<file path="config.mk">
export PLATFORM = sky130hd
export DESIGN_NAME = flash_poll_unit
export DESIGN_NICKNAME = d
export VERILOG_FILES = /design/src/rtl/flash_poll_pkg.sv /design/src/rtl/fpu_sync.sv /design/src/rtl/fpu_ctrl.sv /design/src/rtl/fpu_datapath.sv /design/src/rtl/flash_poll_unit.sv
export SDC_FILE = /design/constraint.sdc
export NUM_CORES = 1
export LEC_CHECK = 0
export BUFFER_PORTS_ARGS = -buffer_cell sky130_fd_sc_hd__buf_2
export CAP_MARGIN = 20
export CORE_ASPECT_RATIO = 1.1
export CORE_MARGIN = 2
export CORE_UTILIZATION = 40
export DETAILED_ROUTE_END_ITERATION = 8
export PLACE_DENSITY_LB_ADDON = 0.25
export SLEW_MARGIN = 20
export SYNTH_ARGS = -nofsm -noshare
export SYNTH_HDL_FRONTEND = slang
export SYNTH_SLANG_ARGS = --single-unit
</file>
<file path="constraint.sdc">
create_clock -name clk -period 1.39 [get_ports clk]
set_input_delay 0.0695 -clock clk [delete_from_list [all_inputs] [get_ports clk]]
set_output_delay 0.0695 -clock clk [all_outputs]
set_load 0.1 [all_outputs]
</file>
<file path="src/rtl/flash_poll_pkg.sv">
package flash_poll_pkg;

  typedef enum logic [1:0] {
    OP_LOADBUF = 2'd0,
    OP_WRITE   = 2'd1,
    OP_PROGRAM = 2'd2,
    OP_ERASE   = 2'd3
  } cmdOpE;

  typedef struct packed {
    logic captureData;
    logic eraseTarget;
    logic clearLoad;
    logic setLoad;
    logic cycleStart;
    logic cycleEnd;
    logic endOk;
  } strobeT;

  localparam int STATUS_W = 8;

endpackage

</file>
<file path="src/rtl/fpu_sync.sv">
module fpu_sync #(
  parameter int STAGES = 2
) (
  input  logic clk,
  input  logic rstN,
  input  logic asyncIn,
  output logic syncOut
);
  logic [STAGES-1:0] chain;

  always_ff @(posedge clk or negedge rstN) begin
    if (!rstN) chain <= '0;
    else       chain <= {chain[STAGES-2:0], asyncIn};
  end

  assign syncOut = chain[STAGES-1];
endmodule

</file>
<file path="src/rtl/fpu_ctrl.sv">
module fpu_ctrl
  import flash_poll_pkg::*;
#(
  parameter int PROG_CYCLES = 64
) (
  input  logic       clk,
  input  logic       rstN,
  input  logic       cmdValid,
  input  logic [1:0] cmdOp,
  input  logic       bodSync,
  output strobeT     strb,
  output logic       inProgress
);
  localparam int CNT_W = (PROG_CYCLES > 1) ? $clog2(PROG_CYCLES) : 1;
  localparam logic [CNT_W-1:0] LAST = CNT_W'(PROG_CYCLES - 1);

  logic [CNT_W-1:0] cnt;
  logic             bodSeen;
  logic             acceptLoad;
  logic             acceptMem;

  assign acceptLoad = cmdValid && (cmdOp == OP_LOADBUF) && !inProgress;
  assign acceptMem  = cmdValid && (cmdOp != OP_LOADBUF) && !inProgress && !bodSync;

  always_comb begin
    strb             = '0;
    strb.clearLoad   = acceptLoad;
    strb.captureData = acceptLoad || (acceptMem && cmdOp == OP_WRITE);
    strb.eraseTarget = acceptMem && (cmdOp == OP_ERASE);
    strb.setLoad     = acceptMem;
    strb.cycleStart  = acceptMem;
    strb.cycleEnd    = inProgress && (cnt == '0);
    strb.endOk       = !(bodSeen || bodSync);
  end

  always_ff @(posedge clk or negedge rstN) begin
    if (!rstN) begin
      inProgress <= 1'b0;
      cnt        <= '0;
      bodSeen    <= 1'b0;
    end else if (strb.cycleStart) begin
      inProgress <= 1'b1;
      cnt        <= LAST;
      bodSeen    <= 1'b0;
    end else if (strb.cycleEnd) begin
      inProgress <= 1'b0;
    end else if (inProgress) begin
      cnt <= cnt - 1'b1;
      if (bodSync) bodSeen <= 1'b1;
    end
  end

  // no cycle may begin while writes are inhibited
  p_no_start_inhibited_r9: assert property (@(posedge clk) disable iff (!rstN)
    bodSync |-> !strb.cycleStart);

  // the countdown never exceeds its programmed length
  p_counter_bound_r10: assert property (@(posedge clk) disable iff (!rstN)
    inProgress |-> (cnt <= LAST));

  // brownout seen mid-cycle spoils the completion
  p_bod_fails_cycle_r8: assert property (@(posedge clk) disable iff (!rstN)
    (inProgress && bodSync && !strb.cycleEnd) |=> !strb.endOk);

  // a started cycle is in progress on the next clock
  p_start_runs_r10: assert property (@(posedge clk) disable iff (!rstN)
    strb.cycleStart |=> inProgress);
endmodule

</file>
<file path="src/rtl/fpu_datapath.sv">
module fpu_datapath
  import flash_poll_pkg::*;
#(
  parameter int DATA_W = 8
) (
  input  logic                clk,
  input  logic                rstN,
  input  strobeT              strb,
  input  logic [DATA_W-1:0]   cmdData,
  input  logic                inProgress,
  input  logic                bodSync,
  output logic [DATA_W-1:0]   pollData,
  output logic [STATUS_W-1:0] statusReg
);
  localparam logic [DATA_W-1:0] MSB_MASK = {1'b1, {(DATA_W-1){1'b0}}};

  logic [DATA_W-1:0] target;
  logic              loadFlag;
  logic              successFlag;

  always_ff @(posedge clk or negedge rstN) begin
    if (!rstN) begin
      target      <= '1;
      loadFlag    <= 1'b1;
      successFlag <= 1'b1;
    end else begin
      if (strb.eraseTarget)      target <= '1;
      else if (strb.captureData) target <= cmdData;

      if (strb.clearLoad)    loadFlag <= 1'b0;
      else if (strb.setLoad) loadFlag <= 1'b1;

      if (strb.cycleStart)    successFlag <= 1'b0;
      else if (strb.cycleEnd) successFlag <= strb.endOk;
    end
  end

  assign pollData  = inProgress ? (target ^ MSB_MASK) : target;
  assign statusReg = {4'b0000, loadFlag, successFlag, !bodSync, !(inProgress || bodSync)};

  // accepting a cycle drops SUCCESS
  p_start_clears_success_r7: assert property (@(posedge clk) disable iff (!rstN)
    strb.cycleStart |=> !statusReg[2]);

  // load-buffer command drops LOAD
  p_load_cleared_r6: assert property (@(posedge clk) disable iff (!rstN)
    strb.clearLoad |=> !statusReg[3]);

  // erase polls all ones with the top bit flipped
  p_erase_poll_r5: assert property (@(posedge clk) disable iff (!rstN)
    strb.eraseTarget |=> (pollData == ~MSB_MASK));
endmodule

</file>
<file path="src/rtl/flash_poll_unit.sv">
module flash_poll_unit
  import flash_poll_pkg::*;
#(
  parameter int DATA_W      = 8,
  parameter int PROG_CYCLES = 64,
  parameter int SYNC_STAGES = 2
) (
  input  logic              clk,
  input  logic              rstN,
  input  logic              cmdValid,
  input  logic [1:0]        cmdOp,
  input  logic [DATA_W-1:0] cmdData,
  input  logic              brownout,
  output logic [DATA_W-1:0] pollData,
  output logic [7:0]        statusReg
);
  strobeT strb;
  logic   bodSync;
  logic   inProgress;

  fpu_sync #(.STAGES(SYNC_STAGES)) sync_i (
    .clk(clk), .rstN(rstN), .asyncIn(brownout), .syncOut(bodSync));

  fpu_ctrl #(.PROG_CYCLES(PROG_CYCLES)) ctrl_i (
    .clk(clk), .rstN(rstN), .cmdValid(cmdValid), .cmdOp(cmdOp),
    .bodSync(bodSync), .strb(strb), .inProgress(inProgress));

  fpu_datapath #(.DATA_W(DATA_W)) dp_i (
    .clk(clk), .rstN(rstN), .strb(strb), .cmdData(cmdData),
    .inProgress(inProgress), .bodSync(bodSync),
    .pollData(pollData), .statusReg(statusReg));

  // write inhibit forces the ready flag low
  p_inhibit_forces_busy_r8: assert property (@(posedge clk) disable iff (!rstN)
    !statusReg[1] |-> !statusReg[0]);

  // upper status bits stay clear
  p_upper_zero_r1: assert property (@(posedge clk) disable iff (!rstN)
    statusReg[7:4] == 4'b0000);
endmodule

</file>
==> run metrics, run 1 <==
status=finished, violations left; violated checks=negative setup slack; startpoint types=flip-flop; core outline area=2500 µm²; worst skew pair latency=290 ps; row cnt=19; Die Y=approximately 58 µm; critical path arrival=1660 ps; largest stage delay on the critical path=480 ps; Post-synth ARST share=1.00; # IOs=30; register bit total from synthesis=20; synth unique cells=33; vias per cell=5.05; Setup crit end kind=flip-flop; Routed Antenna Nets=0; share of cells above drive strength 1=0.507; Setup TNS=-31.6 ps; HPWL Detailed=1540 µm; fin crit period=1420 ps; final WL=between 2000 and 2500 µm; HP Class=primary input to flip-flop; port bufs=25; Post-Syn Area=1050 µm²; Hold Fails Final Rpt=0; PwrDens=866 nW/µm²; total power=1.31 mW; CTS tree=done; CTS max path bufs=2; Worst Path Required=about 1600 ps; worst r2r path cells=3; final setup margin=-27.6 ps; vias in the first global route=858; Avg Cell Area, Syn=10.1 µm²; CTS clk-pin slew, worst paths=110 ps; max-slew violations=0; All-Layer GR Usage=0.168; CP Class=flip-flop to flip-flop; Root Buffer=clkbuf_4; RR Endpoint=ctrl_i.cnt[5]; die width=around 53 µm; Area Overhead vs Synth=43.5%; worst hold endpoint=dp_i.loadFlag; initial antenna violation count=0; Syn Inst Count=104; HP Start=cmdOp[1]; Starting Density=0.422; Achievable Freq=0.705 GHz; total clock sinks=20; routability cong.=0.772; ys flop type=dfstp_2; peak supply drop=0.000684 V; Final Skew=1.15 ps; Reg2Reg Setup Slack=-30 ps; LEAKAGE=just under 0.7 nW; Crit Reg-Reg Startpoint=ctrl_i.cnt[2]; Post-synth EDFFs=0; Starting DRT DRC Count=7; unrepaired setup endpoints after global routing=yes; drt first pass iters=5; DP Worst Slack=-59.7 ps; Max-cap violations=0; register area share after synthesis=0.487; gr ovfl total=0; first-pass GRT wire length=roughly 3800 µm; critical path, cell by cell=or3_4 -> or4_4 -> nand3_2; WHS=201 ps; Vias=914; yosys warns=0; Num CTS Buffers=3; largest net degree at the start of global routing=21; Hold Crit Depth=3; DR WL/cell=12.7 µm; final core utilization=0.606; worst-path maximum fanout=4; final cycle utilization of the critical path=1.02; Inserted Diodes=0; CTS HTree Levels=1; Setup-failing EPs final=2; DRC viols=0; CP max-delay cell=or4_4; Die Area=3060 µm²; final net count=167
state kept, by name (all words and copies together), names as in the netlist:
register	count
ctrl_i.inProgress	1
ctrl_i.cnt	6
dp_i.target	8
dp_i.successFlag	1
sync_i.chain	2
dp_i.loadFlag	1
ctrl_i.bodSeen	1
placed cells by master, fill, tap and decap left out, drive strengths merged, types with 3 or more instances in the layout:
cell / count
mux2i: 3
inv: 3
conb: 4
nand2: 5
buf: 44
dfstp: 10
clkbuf: 4
dlygate4sd3: 10
dfrtp: 10
o21ai: 9
nand3: 21
power by group:
part | switching [mW] | internal, mW | total [mW]
registers | 0.0120 | 0.619 | 0.631
clock network | 0.175 | 0.160 | 0.334
logic | 0.263 | 0.0810 | 0.344
stage by stage:
stage	cell area, µm²	instances
after floorplan	1070	107
after global routing	1510	181
after detailed placement	1260	160
after global placement	1260	160
final	1510	181
after CTS	1440	177
critical path: cells and delay by family (launching register included):
family,cells,cell delay (ps)
and+or+nand+nor,3,910
DFF,1,440
logic make-up (layout without fill, tap and decap cells):
kind of cell | Yosys count | in the layout | share of synthesized area
buffers and inverters | 18 | 61 | 0.118
other | 1 | 4 | 0.00356
AO/OA/AOI/OAI | 19 | 19 | 0.119
multiplexers | 5 | 5 | 0.0499
flip-flops | 20 | 20 | 0.487
AND/OR/NAND/NOR | 38 | 38 | 0.191
XOR/XNOR | 1 | 1 | 0.00832
adder cells (fa/ha/maj) | 2 | 2 | 0.0237
synthesized netlist by cell type (all sizes together) (2+ instances only):
cell type,number,area share
o21ai,9,0.043
dfrtp,10,0.24
mux2i,3,0.029
nor2b,2,0.012
mux2,2,0.021
dfstp,10,0.25
nand3,21,0.10
ha,2,0.024
a211o,2,0.018
nor2,2,0.0071
a21oi,2,0.0095
nand2,5,0.018
buf,15,0.11
inv,3,0.011
per-layer routing:
metal / vias up / wire [µm] / track usage
met3: 2 / 101 / 0.0361
met1: 442 / 1050 / 0.250
met4: 0 / 10 / 0.0549
met5: - / 0 / 0
met2: 24 / 1130 / 0.245
li1: 446 / - / -
timing repair:
action | 4_1_cts | 5_1_grt
gates cloned | 0 | 0
pin swaps | 2 | 1
endpoints found under the hold margin | 19 | 0
hold buffers | 10 | 0
buffers inserted | 3 | 4
setup endpoints to repair | 9 | 12
gates resized for setup | 4 | 11
worst max-delay path by stage:
stage              startpoint            end  slack, ps
2_1_floorplan  dp_i.target[7]    pollData[7]        -90
6_report        ctrl_i.cnt[2]  ctrl_i.cnt[5]        -30
3_3_place_gp    ctrl_i.cnt[3]  ctrl_i.cnt[5]        -20
3_5_place_dp    ctrl_i.cnt[0]  ctrl_i.cnt[1]        -60
5_1_grt         ctrl_i.cnt[3]  ctrl_i.cnt[3]        -70
4_1_cts         ctrl_i.cnt[3]  ctrl_i.cnt[5]        -30
area by class of cell:
| class | instances | area (µm²) |
|---|---|---|
| Tap cell | 31 | 38.8 |
| Fill cell | 230 | 985 |
| Timing Repair Buffer | 54 | 417 |
| Multi-Input combinational cell | 69 | 495 |
| Inverter | 3 | 11.3 |
| Clock buffer | 4 | 36.3 |
| Sequential cell | 20 | 513 |
No activity file was read; power rests on OpenSTA's default activity.
==> inputs of run 2 (changes only) <==
--- a/config.mk
+++ b/config.mk
@@ -12,6 +12,7 @@
 export CORE_UTILIZATION = 40
 export DETAILED_ROUTE_END_ITERATION = 8
 export PLACE_DENSITY_LB_ADDON = 0.25
+export REMOVE_ABC_BUFFERS = 1
 export SLEW_MARGIN = 20
 export SYNTH_ARGS = -nofsm -noshare
 export SYNTH_HDL_FRONTEND = slang
==> constraint.sdc (replaced) <==
create_clock -name clk -period 1.39 [get_ports clk]
set_input_delay 0.278 -clock clk [delete_from_list [all_inputs] [get_ports clk]]
set_output_delay 0.278 -clock clk [all_outputs]
set_load 0.1 [all_outputs]
==> run metrics, run 2 (synthesis gave the netlist of run 1 again) <==
status=finished, violations left; violated checks=negative setup slack; Die Y=57.8 µm (unchanged); CTS tree=done; Achievable Freq=0.659 GHz (-6.6%); register area=515 µm² (+0.49%); Clock Power Share=0.250 (-0.005); startpoint types=flip-flop; DRC viols=0 (unchanged); final WL=2470 µm (+7.9%); largest stage delay on the critical path=580 ps (+100 ps); Area Overhead vs Synth=50.0%; CTS max path bufs=2 (unchanged); drt first pass iters=4 (-1); Placed Cells incl. Taps=159 (-0.63%); die width=52.9 µm (unchanged); Cell Count, Final, Fillers Out=171 (-5.5%); largest net degree at the start of global routing=21 (unchanged); initial antenna violation count=0 (unchanged); Inserted Diodes=0 (unchanged); CTS clk-pin slew, worst paths=120 ps (about the same); worst-path maximum fanout=2 (-2); # IOs=30 (unchanged); critical path arrival=1240 ps (-420 ps); total power=1.36 mW (+4.2%); DR WL/cell=14.5 µm (+14%); HP Class=primary input to flip-flop; PwrDens=863 nW/µm² (-0.35%); Int Pwr=0.898 mW (+4.4%); row cnt=19 (unchanged); max-slew violations=0 (unchanged); Max-cap violations=0 (unchanged); critical path, cell by cell=xor2_2 -> buf_12; LEAKAGE=0.687 nW (+0.22%); Final Skew=9.08 ps (+7.93 ps); Vias=893 (-2.3%); area of placed instances=1380 µm² (+9.3%); commonest non-fill, non-tap cells in the layout=nand3_1, buf_4, buf_2; All-Layer GR Usage=0.164 (-0.00375); Root Buffer=clkbuf_4; total net switching power=0.466 mW (+3.7%); Setup-failing EPs final=4 (+2); unrepaired setup endpoints after global routing=yes; HPWL Detailed=1570 µm (+2.0%); port bufs=25 (unchanged); final cycle utilization of the critical path=1.09 (+0.0720); final standard cell area without fillers=1580 µm² (+4.6%); Die Area=3060 µm² (unchanged); gr ovfl total=0 (unchanged); Starting Density=0.422 (unchanged); worst skew pair latency=300 ps (about the same); CP Buf/Inv Count=1 (+1); # fillers=205 (-11%); CTS HTree Levels=1 (unchanged); final core utilization=0.633 (+0.0276); final setup margin=-128 ps (-100 ps); Hold Fails Final Rpt=0 (unchanged); core outline area=2500 µm² (unchanged); Worst Path Required=1110 ps (-520 ps); vias per cell=5.22 (+3.4%); Seq pwr share=0.473 (-0.009); share of cells above drive strength 1=0.557 (+0.0505); Setup crit end kind=primary output; Routed Antenna Nets=0 (unchanged); most common cell after layout, fill and taps aside=nand3_1; vias in the first global route=851 (-0.82%); final net count=157 (-6.0%); max reg flops=8 (unchanged); fin crit period=1520 ps (+100 ps); total clock sinks=20 (unchanged); Logic pwr share=0.277 (+0.014); largest registers=dp_i.target: 8 flops, ctrl_i.cnt: 6 flops, sync_i.chain: 2 flops; first-pass GRT wire length=3800 µm (-1.1%); CP max-delay cell=dfstp_2; Worst path top cell family by delay=flip-flops; switching part of the total=0.342 (-0.00154); CP Class=flip-flop to primary output; routability cong.=0.769 (-0.40%); multi-input logic area=517 µm² (+4.3%); Biggest register=dp_i.target; Starting DRT DRC Count=18 (+11); peak supply drop=0.000776 V (+13%); Num CTS Buffers=3 (unchanged)
-- run 2: changes by cell type in the layout (fill, tap and decap cells not counted), sizes merged --
cell / before / now
dlygate4sd3: 10 / 1
buf: 44 / 43
-- run 2: path summary, 6_finish.rpt --
path / from / to / slack [ps] / cells after the start
worst max-delay path: dp_i.target[7] / pollData[7] / -130 / 2
worst min-delay path: brownout / sync_i.chain[0] / 80 / 1
worst max register to register: ctrl_i.inProgress / ctrl_i.cnt[5] / -90 / 4
worst min register to register: sync_i.chain[0] / sync_i.chain[1] / 370 / 0
max in group asynchronous: rstN / dp_i.target[1] / 600 / 2
min in group asynchronous: rstN / ctrl_i.cnt[5] / 440 / 2
-- run 2: cell type report --
| type | count | share of cell area |
|---|---|---|
| clock buffers | 4 | 0.0230 |
| well taps | 31 | 0.0245 |
| inverters | 3 | 0.00713 |
| multi-input cells | 69 | 0.327 |
| flip-flops and latches | 20 | 0.326 |
| repair buffers | 44 | 0.292 |
-- run 2: what timing repair did --
item | in CTS | in global routing
endpoints found under the setup margin | 16 | 18
pin swaps | 2 | 1
setup buffers | 3 | 4
gates resized for setup | 12 | 17
gates cloned | 0 | 0
hold buffers | 1 | 0
hold endpoints to repair | 10 | 0
-- run 2: power groups by stage --
stage | sequential, mW | clock, mW | combinational, mW
after CTS | 0.645 | 0.348 | 0.377
final | 0.645 | 0.341 | 0.378
after global placement | 0.652 | 0 | 0.370
after floorplan | 0.775 | 0 | 0.107
after global routing | 0.648 | 0.364 | 0.393
after detailed placement | 0.653 | 0 | 0.372
-- run 2: per-stage QoR --
| step | setup WS [ps] | TNS, ps | hold WS, ps |
|---|---|---|---|
| finish | -128 | -323 | 84.4 |
| global route | -172 | -584 | 73.3 |
| CTS | -139 | -268 | 77.1 |
| detailed placement | -58.3 | -190 | 247 |
| global placement | -8.40 | -17.4 | 249 |
| floorplan | -831 | -1430 | -17.6 |
-- run 2: worst register-to-register path: stages, from the launching register on --
cell and delay [ps]:
dfrtp_2 420, buf_6 140, or3b_1 370, or4_1 410, nand3_1 90
-- run 2: layer usage --
layer  vias up  routed length [µm]  track usage
li1        425                   -            -
met1       443                1070        0.226
met2        21                1290        0.268
met3         4                  89       0.0335
met4         0                  24       0.0366
met5         -                   0            0
